`src/rtl/ocp_pkg.sv`:
```
package ocp_pkg;

  localparam int unsigned SEL_W  = 4;
  localparam int unsigned ADDR_W = 3;

  localparam logic [ADDR_W-1:0] ADR_CTRL = 3'd0;
  localparam logic [ADDR_W-1:0] ADR_SEL  = 3'd1;
  localparam logic [ADDR_W-1:0] ADR_SWD  = 3'd2;
  localparam int unsigned       CMP_BASE = 3;

  typedef struct packed {
    logic             start;
    logic             bufdis;
    logic             ie;
    logic             sw;
    logic [SEL_W-1:0] sel;
  } ch_cfg_t;

endpackage

```
`src/rtl/ocp_regs.sv`:
```
module ocp_regs
  import ocp_pkg::*;
#(
  parameter int unsigned N_CH = 2,
  parameter int unsigned CW   = 4 * N_CH
) (
  input  logic                  clk,
  input  logic                  rst_n,
  input  logic                  wr_en,
  input  logic [ADDR_W-1:0]     wr_addr,
  input  logic [CW-1:0]         wr_data,
  output ch_cfg_t [N_CH-1:0]    cfg_o,
  output logic    [N_CH-1:0]    flag_clr_o
);

  logic ctrl_wr, sel_wr, swd_wr;

  assign ctrl_wr = wr_en && (wr_addr == ADR_CTRL);
  assign sel_wr  = wr_en && (wr_addr == ADR_SEL);
  assign swd_wr  = wr_en && (wr_addr == ADR_SWD);

  for (genvar g = 0; g < N_CH; g++) begin : g_ch
    always_ff @(posedge clk or negedge rst_n) begin
      if (!rst_n) begin
        cfg_o[g].start  <= 1'b0;
        cfg_o[g].bufdis <= 1'b1;
        cfg_o[g].ie     <= 1'b0;
        cfg_o[g].sw     <= 1'b0;
        cfg_o[g].sel    <= '0;
      end else begin
        if (ctrl_wr) begin
          cfg_o[g].start  <= wr_data[g];
          cfg_o[g].bufdis <= wr_data[N_CH + g];
          cfg_o[g].ie     <= wr_data[2*N_CH + g];
        end
        if (sel_wr) cfg_o[g].sel <= wr_data[SEL_W*g +: SEL_W];
        if (swd_wr) cfg_o[g].sw  <= wr_data[g];
      end
    end

    assign flag_clr_o[g] = ctrl_wr && !wr_data[3*N_CH + g];
  end

endmodule

```
`src/rtl/ocp_srcsel.sv`:
```
module ocp_srcsel #(
  parameter int unsigned N_SRC = 3,
  parameter int unsigned CNT_W = 16,
  parameter int unsigned SEL_W = 4
) (
  input  logic [N_SRC*CNT_W-1:0] cnt_i,
  input  logic [N_SRC-1:0]       zero_i,
  input  logic [SEL_W-1:0]       sel_i,
  output logic [CNT_W-1:0]       cnt_o,
  output logic                   zero_o,
  output logic                   valid_o
);

  logic [N_SRC-1:0] hit;

  for (genvar s = 0; s < N_SRC; s++) begin : g_dec
    assign hit[s] = (sel_i == SEL_W'(s));
  end

  always_comb begin
    cnt_o = '0;
    for (int s = 0; s < N_SRC; s++) begin
      if (hit[s]) cnt_o = cnt_o | cnt_i[s*CNT_W +: CNT_W];
    end
  end

  assign zero_o  = |(hit & zero_i);
  assign valid_o = |hit;

endmodule

```
`src/rtl/ocp_channel.sv`:
```
module ocp_channel #(
  parameter int unsigned CNT_W = 16
) (
  input  logic             clk,
  input  logic             rst_n,
  input  logic             start_i,
  input  logic             bufdis_i,
  input  logic             sw_i,
  input  logic [CNT_W-1:0] src_cnt_i,
  input  logic             src_zero_i,
  input  logic             src_valid_i,
  input  logic             cmp_wr_i,
  input  logic [CNT_W-1:0] cmp_data_i,
  input  logic             flag_clr_i,
  output logic             pin_o,
  output logic             flag_o
);

  logic [CNT_W-1:0] cmp_act_q, cmp_shd_q;
  logic             match, evt, match_q, run_q, flag_q;

  assign match = start_i && src_valid_i && (src_cnt_i == cmp_act_q);
  assign evt   = match && !match_q;

  always_ff @(posedge clk or negedge rst_n) begin
    if (!rst_n) begin
      cmp_act_q <= '1;
      cmp_shd_q <= '1;
    end else begin
      if (cmp_wr_i) cmp_shd_q <= cmp_data_i;
      if (cmp_wr_i && bufdis_i)          cmp_act_q <= cmp_data_i;
      else if (!bufdis_i && src_zero_i)  cmp_act_q <= cmp_shd_q;
    end
  end

  always_ff @(posedge clk or negedge rst_n) begin
    if (!rst_n) begin
      match_q <= 1'b0;
      run_q   <= 1'b0;
      flag_q  <= 1'b0;
    end else begin
      match_q <= match;
      if (!start_i)  run_q <= sw_i;
      else if (evt)  run_q <= ~run_q;
      if (evt)             flag_q <= 1'b1;
      else if (flag_clr_i) flag_q <= 1'b0;
    end
  end

  assign pin_o  = start_i ? run_q : sw_i;
  assign flag_o = flag_q;


  flag_set_chk: assert property (@(posedge clk) disable iff (!rst_n)
    evt |=> flag_q);


  pin_toggle_chk: assert property (@(posedge clk) disable iff (!rst_n)
    evt |=> (run_q != $past(run_q)));


  pin_hold_chk: assert property (@(posedge clk) disable iff (!rst_n)
    (start_i && !evt) |=> $stable(run_q));


  cmp_direct_chk: assert property (@(posedge clk) disable iff (!rst_n)
    (cmp_wr_i && bufdis_i) |=> (cmp_act_q == $past(cmp_data_i)));


  cmp_hold_chk: assert property (@(posedge clk) disable iff (!rst_n)
    (!bufdis_i && !src_zero_i) |=> $stable(cmp_act_q));

endmodule

```
`src/rtl/ocp_pair.sv`:
```
module ocp_pair
  import ocp_pkg::*;
#(
  parameter int unsigned N_CH   = 2,
  parameter int unsigned N_SRC  = 3,
  parameter int unsigned CNT_W  = 16,
  parameter int unsigned DATA_W = 16
) (
  input  logic                   clk,
  input  logic                   rst_n,
  input  logic [N_SRC*CNT_W-1:0] cnt_in,
  input  logic [N_SRC-1:0]       zero_in,
  input  logic                   wr_en,
  input  logic [ADDR_W-1:0]      wr_addr,
  input  logic [DATA_W-1:0]      wr_data,
  output logic [N_CH-1:0]        pin_out,
  output logic [N_CH-1:0]        flag_out,
  output logic [N_CH-1:0]        irq_out
);

  localparam int unsigned CW = 4 * N_CH;

  ch_cfg_t [N_CH-1:0] cfg;
  logic    [N_CH-1:0] flag_clr;

  ocp_regs #(.N_CH(N_CH), .CW(CW)) i_regs (
    .clk        (clk),
    .rst_n      (rst_n),
    .wr_en      (wr_en),
    .wr_addr    (wr_addr),
    .wr_data    (wr_data[CW-1:0]),
    .cfg_o      (cfg),
    .flag_clr_o (flag_clr)
  );

  for (genvar g = 0; g < N_CH; g++) begin : g_ch
    localparam logic [ADDR_W-1:0] MY_CMP = ADDR_W'(CMP_BASE + g);

    logic [CNT_W-1:0] s_cnt;
    logic             s_zero, s_valid, cmp_wr;

    assign cmp_wr = wr_en && (wr_addr == MY_CMP);

    ocp_srcsel #(.N_SRC(N_SRC), .CNT_W(CNT_W), .SEL_W(SEL_W)) i_sel (
      .cnt_i   (cnt_in),
      .zero_i  (zero_in),
      .sel_i   (cfg[g].sel),
      .cnt_o   (s_cnt),
      .zero_o  (s_zero),
      .valid_o (s_valid)
    );

    ocp_channel #(.CNT_W(CNT_W)) i_chan (
      .clk         (clk),
      .rst_n       (rst_n),
      .start_i     (cfg[g].start),
      .bufdis_i    (cfg[g].bufdis),
      .sw_i        (cfg[g].sw),
      .src_cnt_i   (s_cnt),
      .src_zero_i  (s_zero),
      .src_valid_i (s_valid),
      .cmp_wr_i    (cmp_wr),
      .cmp_data_i  (wr_data[CNT_W-1:0]),
      .flag_clr_i  (flag_clr[g]),
      .pin_o       (pin_out[g]),
      .flag_o      (flag_out[g])
    );

    assign irq_out[g] = flag_out[g] && cfg[g].ie;
  end

endmodule

```
`config.mk`:
```
export PLATFORM = sky130hd
export DESIGN_NAME = ocp_pair
export DESIGN_NICKNAME = d
export VERILOG_FILES = /design/src/rtl/ocp_pkg.sv /design/src/rtl/ocp_regs.sv /design/src/rtl/ocp_srcsel.sv /design/src/rtl/ocp_channel.sv /design/src/rtl/ocp_pair.sv
export SDC_FILE = /design/constraint.sdc
export NUM_CORES = 1
export LEC_CHECK = 0
export ABC_AREA = 0
export CORE_ASPECT_RATIO = 0.75
export CORE_MARGIN = 2
export CORE_UTILIZATION = 55
export CTS_CLUSTER_SIZE = 40
export DETAILED_ROUTE_END_ITERATION = 12
export HOLD_SLACK_MARGIN = 0.03
export MAX_ROUTING_LAYER = met4
export PLACE_DENSITY = 0.92
export SLEW_MARGIN = 5
export SYNTH_ARGS = -nofsm -noshare
export SYNTH_HDL_FRONTEND = slang
export SYNTH_HIERARCHICAL = 1
export SYNTH_SLANG_ARGS = --single-unit
```
`constraint.sdc`:
```
create_clock -name clk -period 4.35 [get_ports clk]
set_input_delay 0.87 -clock clk [delete_from_list [all_inputs] [get_ports clk]]
set_output_delay 0.87 -clock clk [all_outputs]
set_load 0.1 [all_outputs]
```
; ---- Word-level counts from Yosys, hierarchy flattened
; Index checks and enable logic that the tools add are counted.
[word_totals]
regBits = 86
latch_bits = 0
mem_bits_rw = 0
romBits = 0
input_bits = 73
out_inout_bits = 6
word_cells = 96
mem_count = 0
[op_classes]
n_addsub = 0
mul = 0
n_div = 0
n_lt_le_gt_ge = 0
eq_ne = 12
shifts = 0
n_mux = 20
n_bitwise = 8
reduce_logical = 36
[op_table]
columns = operator, n
row1 = 2-to-1 mux 16 bit, 10
row2 = OR 16 bit, 4
row3 = equality test 16 bit, 2
row4 = logical AND 1 bit, 19
row5 = OR reduction 3 bit, 4
row6 = 2-to-1 mux 1 bit, 10
row7 = equality test 4 x 1 -> 1 bit (second input constant), 2
row8 = equality test 4 x 2 -> 1 bit (second input constant), 2
row9 = zero test 4 bit, 2
row10 = nonzero test 2 bit, 4
row11 = bitwise AND 3 bit, 2
row12 = equality test 3 x 2 -> 1 bit (second input constant), 2
row13 = zero test 1 bit, 6
row14 = != test 2 x 1 -> 1 bit (second input constant), 2
row15 = equality test 3 x 1 -> 1 bit (second input constant), 1
row16 = equality test 3 bit (second input constant), 1
row17 = zero test 3 bit, 1
row18 = inverter 1 bit, 2

; ---- Logic depth before layout (Yosys ltp)
; Gate-level depths: netlist of the first run.
[logic_depth]
word_depth = 11
mapped_depth = 9
mapped_depth_nobuf = 7

; ---- By module
; Netlist of the first run, hierarchy kept.
[by_module_without_submodules]
columns = mod, n_inst, cells_each, area_each_um2, seq_area_each_um2
row1 = ocp_channel, 2, 193, 1831.8, 915.9
row2 = ocp_srcsel, 2, 42, 392.9, 0.0
row3 = ocp_regs, 1, 38, 646.9, 402.9
row4 = ocp_pair, 1, 4, 35.0, 0.0

; ---- Worst setup path before layout of the first run
; No wires, ideal clock.
[synth_timing]
path_type = flip-flop to output port
start = register g_ch[0].i_chan.flag_q
end = output irq_out[0]
arrival_ns = 1.777
t_required_ns = 3.480
setup_slack_ns = 1.703
path_stages_with_launch = 2
path_buffers = 0
cell_sequence = dfrtp_1 -> and2_1
[synth_via]
elab_chain_cells = 1
[synth_lines]
columns = element, line_no
row1 = from (decl), ocp_channel.sv:20  ; logic match, evt, match_q, run_q, flag_q;
row2 = from (signal assigned), ocp_channel.sv:40  ; flag_q <= 1'b0;
row3 = from (signal assigned), ocp_channel.sv:45  ; if (evt) flag_q <= 1'b1;
row4 = from (signal assigned), ocp_channel.sv:46  ; else if (flag_clr_i) flag_q <= 1'b0;
row5 = logical AND 1 bit, ocp_pair.sv:69  ; assign irq_out[g] = flag_out[g] && cfg[g].ie;
row6 = to (decl), ocp_pair.sv:18  ; output logic [N_CH-1:0] irq_out
; No other way between the ends.

; ---- Worst setup path in the final report of the first run
[layout_timing]
start = register i_regs/cfg_o[15] (netlist name)
end = output pin_out[1]
[layout_via]
elab_chain_cells = 1
[layout_lines]
columns = element, line_no
row1 = from (decl), ocp_regs.sv:12  ; output ch_cfg_t [N_CH-1:0] cfg_o,
row2 = 2-to-1 mux 1 bit, ocp_channel.sv:50  ; assign pin_o = start_i ? run_q : sw_i;
row3 = to (decl), ocp_pair.sv:16  ; output logic [N_CH-1:0] pin_out,
; No other way between the ends.

==> flow_summary.ini, run 1 <==
[run_status]
status = finished, final reports clean

[clock_tree]
cts_sinks = 86
cts_hold_buf = 0
root_buffer = clkbuf_16
cts_resized = 0
clock_latency_ns = 0.35
clkTransAtPathRegs_ns = 0.06
clockBufferDepth = 2
numCtsBuffers = 9
cts_htree_levels = 3
post_cts_buffers = 0
cts_tree = done

[synthesis]
synthTopCellsByArea = dfstp_2 (34%), dfrtp_1 (9.8%), mux2i_1 (7.0%), o2bb2ai_1 (5.8%), a211oi_1 (5.0%)
synth_area_leader_cell = dfstp_2
synth_common_cells = dfstp_2 (66), inv_1 (36), mux2i_1 (36)
synth_top_area_share_pct = 33.8
syn-instance-count = 512
synthMostInstantiatedCell = dfstp_2
yosys_warnings = 6
synth_seq_cells = 86
synth-seq-area-share_pct = 43.6
synth-main-ff-cell = dfstp_2
syn_nets = 585
ys_types = 36
synth_enable_flop_cells = 0
syn_area_mm2 = 0.00513
synthArstFlopShare_pct = 100
avgSynthCellArea_um2 = 10.0

[worst_setup_path]
critPathRequiredTime_ns = 3.48
setup.worst_path.class = reg2out
cpPeakStageDelay_ns = 1.13
path_max_fanout = 5
cp-end-kind = output pin
critPathArrivalTime_ns = 2.40
cp_slowest_cell = clkdlybuf4s50_1
worstPathCellList = nand2b_1, and2_1, inv_1, clkdlybuf4s50_1
start_kind = register

[route]
vias = 4375
drt-vias-per-instance = 6.20
wire_per_inst_um = 20.5
dr.first_iter.drc_count = 328
drt_first_pass_iters = 7
ant_nets = 0
finalWirelength_mm = 14.5
route.detailed.drc = 0

[sta]
hold_viol = 0
finalCriticalPeriod_ns = 3.27
timing.slew.headroom_pct = 25.7
tightest_slew_ns = 1.11
rsz0062_at_grt = false
final.setup.tns_ns = 0
drv_slew = 0
fin_crit_sh_pct = 75.2
setup_viol = 0
clock_skew_ns = 0.00909
max_freq_ghz = 0.306

[pwr]
power_uw = 3570
power.leakage_uw = 0.00242
vdd_ir_drop_max_mv = 0.324
powerDensity_mw_per_mm2 = 571

[die]
die_area_mm2 = 0.0101
die_x_um = 116
die_h_um = 87.7
start_util_pct = 56.7
top_level_ports = 79
core_mm2 = 0.00905
num_rows = 30

[finish]
insertedDiodeCount = 0
syn_to_final_growth_pct = 21.8
final_util_pct = 69.1
fin_nets = 646
final_area_mm2 = 0.00625
drive_gt1_share_pct = 19.7

[grt]
antenna_found_initial = 0
grt-ovfl-total = 0
grtUsageTotal_pct = 31.0
grt_pass1_wl_mm = 22.9
grt_pass1_vias = 4406
grt_max_degree = 87

[placement]
gp_congestion = 0.930
placed_cell_area_mm2 = 0.00595
dpl.hpwl_mm = 10.2
port_buffers = 78

[flow_run]
cap_violations = 0

[hold_path]
min_path_type = reg2reg
flip-flops by register name, summed over array words and instances, names as in the netlist:
name                   cells
g_ch.i_chan/cmp_act_q     32
g_ch.i_chan/cmp_shd_q     32
i_regs/cfg_o              16
g_ch.i_chan/flag_o         2
g_ch.i_chan/match_q        2
g_ch.i_chan/run_q          2
where the power goes:
part	internal (uW)	total, uW	switching (uW)
combinational	579	1270	691
clock	473	784	311
sequential	1220	1510	289
total	2270	3570	1290
critical path, delay by kind of cell, from the launching register on:
| family | cells | cell delay [ns] |
|---|---|---|
| DFF | 1 | 0.43 |
| and+or+nand+nor | 2 | 0.41 |
| buffers and inverters | 2 | 1.22 |
cell type report:
cell class	count	area, um^2
inverter	38	143
sequential	86	2230
timing repair buffer	83	816
fill	674	2800
tap	128	160
clock inverter	4	45.0
clock buffer	12	256
multi-input combinational	355	2600
metal layers:
| metal | vias up | track usage, % | wire length (um) |
|---|---|---|---|
| li1 | 1945 | - | - |
| met1 | 2175 | 39.3 | 6000 |
| met2 | 224 | 49.8 | 6820 |
| met3 | 31 | 7.96 | 1310 |
| met4 | 0 | 8.21 | 323 |
| met5 | - | - | 0 |
path summary, 6_finish.rpt:
kind                                                end  depth (start not counted)                          from  slack [ns]
min in group asynchronous               i_regs/cfg_o[5]                          1                         rst_n        0.71
setup / recovery                             pin_out[1]                          4              i_regs/cfg_o[15]        1.08
hold reg to reg            g_ch[0].i_chan/cmp_shd_q[13]                          2  g_ch[0].i_chan/cmp_shd_q[13]        0.47
setup reg to reg                   g_ch[1].i_chan/run_q                          7               i_regs/cfg_o[8]        1.22
max in group asynchronous               i_regs/cfg_o[9]                          1                         rst_n        2.92
hold / removal             g_ch[0].i_chan/cmp_shd_q[13]                          2  g_ch[0].i_chan/cmp_shd_q[13]        0.47
cells by family after synthesis:
family          after synthesis  share of synthesized area [%]
mux                          52                           10.5
simple gates                131                           15.6
buf+inv                      71                           6.10
compound gates              142                           19.1
flops                        86                           43.6
xor+xnor                     30                           5.12
through the flow:
step	hold WS (ns)	worst slack (ns)	std cells
6_report	0.470	1.08	706
5_1_grt	0.492	1.02	706
4_1_cts	0.474	1.09	706
3_5_place_dp	0.464	1.30	690
3_3_place_gp	0.458	1.45	690
2_1_floorplan	0.449	1.70	512
cell usage in the layout, fill, tap and decap left out, types with 3 or more instances in the layout:
master,n
clkbuf_16,9
and2_1,4
nand2_1,34
nand2b_1,32
dfrtp_1,20
xnor2_1,18
dfstp_2,66
clkinv_2,3
o2bb2ai_1,32
nor2b_1,30
clkdlybuf4s50_1,77
nor4b_4,3
nor2_1,4
a31oi_1,34
o21ai_0,32
xor2_1,12
a211oi_1,34
buf_4,6
nand4_1,4
mux2i_1,36
mux2_2,16
or2_0,4
inv_1,36
(Power assumes the default switching activity.)
==> run 2: changes to the inputs <==
--- a/config.mk
+++ b/config.mk
@@ -8,12 +8,12 @@
 export ABC_AREA = 0
 export CORE_ASPECT_RATIO = 0.75
 export CORE_MARGIN = 2
-export CORE_UTILIZATION = 55
+export CORE_UTILIZATION = 49
 export CTS_CLUSTER_SIZE = 40
 export DETAILED_ROUTE_END_ITERATION = 12
 export HOLD_SLACK_MARGIN = 0.03
 export MAX_ROUTING_LAYER = met4
-export PLACE_DENSITY = 0.92
+export PLACE_DENSITY = 0.88
 export SLEW_MARGIN = 5
 export SYNTH_ARGS = -nofsm -noshare
 export SYNTH_HDL_FRONTEND = slang
==> constraint.sdc (replaced) <==
create_clock -name clk -period 2.9 [get_ports clk]
set_input_delay 0.58 -clock clk [delete_from_list [all_inputs] [get_ports clk]]
set_output_delay 0.58 -clock clk [all_outputs]
set_load 0.1 [all_outputs]
==> run 2 against run 1 <==
Effect of this change:
- clock skew down 0.00066 ns
- sequential cell count stayed put
- first-iteration DRC count grew 10%
- combinational power grew 55%
- non-clock buffer count rose by 8
- sequential share of layout area decreased by 0.35 points
- clock-buffer cell count up 1
- via count is the same
- utilization is 7.5 points lower
- routed wire length increased by 2.1%
- power increased by 48%
==> flow_summary.ini, run 2 (synthesized netlist as in run 1, its figures left out) <==
[worst_setup_path]
start_kind = register
critPathArrivalTime_ns = 3.00
cp_num_buf_inv = 0
setup.worst_path.class = reg2reg
r2r-start = i_regs/cfg_o[3]
worstPathCellList = or3_1, o2bb2ai_1, xor2_1, nor4_1, nand3_1, nor3_1
critPathTopFamily = simple AND/OR/NAND/NOR gates
cp_slowest_cell = or3_1
path_max_fanout = 17
worstSetupStartpoint = i_regs/cfg_o[3]
cp-end-kind = register
cpPeakStageDelay_ns = 0.71
critPathRequiredTime_ns = 3.16

[clock_tree]
root_buffer = clkbuf_16
clkTransAtPathRegs_ns = 0.06
cts_tree = done
cts_htree_levels = 3
cts_sinks = 86
post_cts_buffers = 0
cts_hold_buf = 0
clock_latency_ns = 0.34
numCtsBuffers = 9
cts_resized = 0
clockBufferDepth = 2

[flow_run]
cap_violations = 0

[die]
core_mm2 = 0.0102
die_h_um = 92.6
top_level_ports = 79
start_util_pct = 50.1
die_x_um = 122
die_area_mm2 = 0.0113
num_rows = 32

[sta]
setup_slack_ns = 0.150
fin_crit_sh_pct = 94.8
timing.slew.headroom_pct = 45.8
setup_viol = 0
tightest_slew_ns = 0.813
clock_skew_ns = 0.00844
final.setup.tns_ns = 0
rsz0062_at_grt = false
hold_viol = 0
drv_slew = 0
max_freq_ghz = 0.364
finalCriticalPeriod_ns = 2.75

[finish]
fin_nets = 654
insertedDiodeCount = 0
syn_to_final_growth_pct = 23.0
mostFrequentLayoutCells = clkdlybuf4s50_1 (71), dfstp_2 (66), inv_1 (36), mux2i_1 (36)
layout_commonest_cell = clkdlybuf4s50_1
reg_top3 = g_ch.i_chan/cmp_act_q (32), g_ch.i_chan/cmp_shd_q (32), i_regs/cfg_o (16)
drive_gt1_share_pct = 21.5

[grt]
grt_pass1_vias = 4430
grt-ovfl-total = 0
grt_pass1_wl_mm = 23.3
grtUsageTotal_pct = 27.8
antenna_found_initial = 0
grt_max_degree = 65

[pwr]
p_switching_uw = 1960
p_int_uw = 3320
vdd_ir_drop_max_mv = 0.394
power.leakage_uw = 0.00246
powerDensity_mw_per_mm2 = 837
comb_power_share_pct = 37.2
clockPowerShare_pct = 20.3
p_seq_share_pct = 42.5
swShare_pct = 37.1

[route]
ant_nets = 0
route.detailed.drc = 0
vias = 4375
finalWirelength_mm = 14.8
drt_first_pass_iters = 5
routed.top_layer = met4
dr.first_iter.drc_count = 362
drt-vias-per-instance = 6.06
met1_length_mm = 6.47
met3_length_mm = 1.44
route.met2.wl_mm = 6.45
wire_per_inst_um = 20.4

[placement]
port_buffers = 78
dpl.hpwl_mm = 10.6
preCtsSetupSlack_ns = 0.319
gp_congestion = 0.857

[run_status]
status = finished, final reports clean

[hold_path]
min_path_type = in2async
[run 2: cell count changes in the layout (fill, tap and decap cells not counted), moves of 2 or more]
| cell | before | now |
|---|---|---|
| buf_12 | 0 | 3 |
| clkdlybuf4s50_1 | 77 | 71 |
| clkbuf_1 | 1 | 3 |
| buf_4 | 6 | 17 |
| clkinvlp_4 | 0 | 2 |
| clkinv_2 | 3 | 1 |
[run 2: final cells by class]
cell class              count  area (um^2)
multi-input cells         355         2600
repair buffers             91          898
well taps                 136          170
flip-flops and latches     86         2230
fillers                   846         3940
clock buffers              13          250
inverters                  38          143
clock inverters             3         20.0
[run 2: worst paths after layout]
| check | to | slack (ns) | depth (start not counted) |
|---|---|---|---|
| max reg2reg | g_ch[0].i_chan/match_q | 0.15 | 6 |
| min reg2reg | g_ch[0].i_chan/cmp_shd_q[2] | 0.47 | 2 |
| max | g_ch[0].i_chan/match_q | 0.15 | 6 |
| min | i_regs/cfg_o[5] | 0.33 | 1 |
| min in group clk | g_ch[0].i_chan/cmp_shd_q[2] | 0.47 | 2 |
| max in group asynchronous | g_ch[0].i_chan/cmp_shd_q[9] | 1.78 | 2 |
[run 2: power groups by stage]
| stage | Clock (uW) | Sequential (uW) | Combinational, uW |
|---|---|---|---|
| floorplan | 0 | 2110 | 1420 |
| global placement | 0 | 2210 | 1830 |
| detailed placement | 0 | 2250 | 1910 |
| CTS | 1090 | 2240 | 1940 |
| global route | 1140 | 2300 | 2110 |
| finish | 1070 | 2240 | 1970 |
[run 2: layer usage]
layer	up-vias	GRT usage [%]
li1	1972	-
met3	33	8.56
met1	2130	37.2
met5	-	-
met4	0	8.33
met2	240	40.7
[run 2: worst register-to-register path, cell delays in order, from the launching register on]
cell	delay, ns
dfrtp_1	0.43
or3_1	0.71
o2bb2ai_1	0.31
xor2_1	0.13
nor4_1	0.58
nand3_1	0.27
nor3_1	0.23
[run 2: metrics by stage]
| step | hold WS [ns] | area, um^2 | cells | util [%] | total power, uW |
|---|---|---|---|---|---|
| floorplan | 0.284 | 5130 | 512 | - | 3530 |
| global placement | 0.457 | 6040 | 706 | 58.9 | 4040 |
| detailed placement | 0.462 | 6040 | 706 | 58.9 | 4170 |
| CTS | 0.348 | 6310 | 722 | 61.6 | 5270 |
| global route | 0.375 | 6310 | 722 | 61.6 | 5560 |
| finish | 0.326 | 6310 | 722 | 61.6 | 5280 |
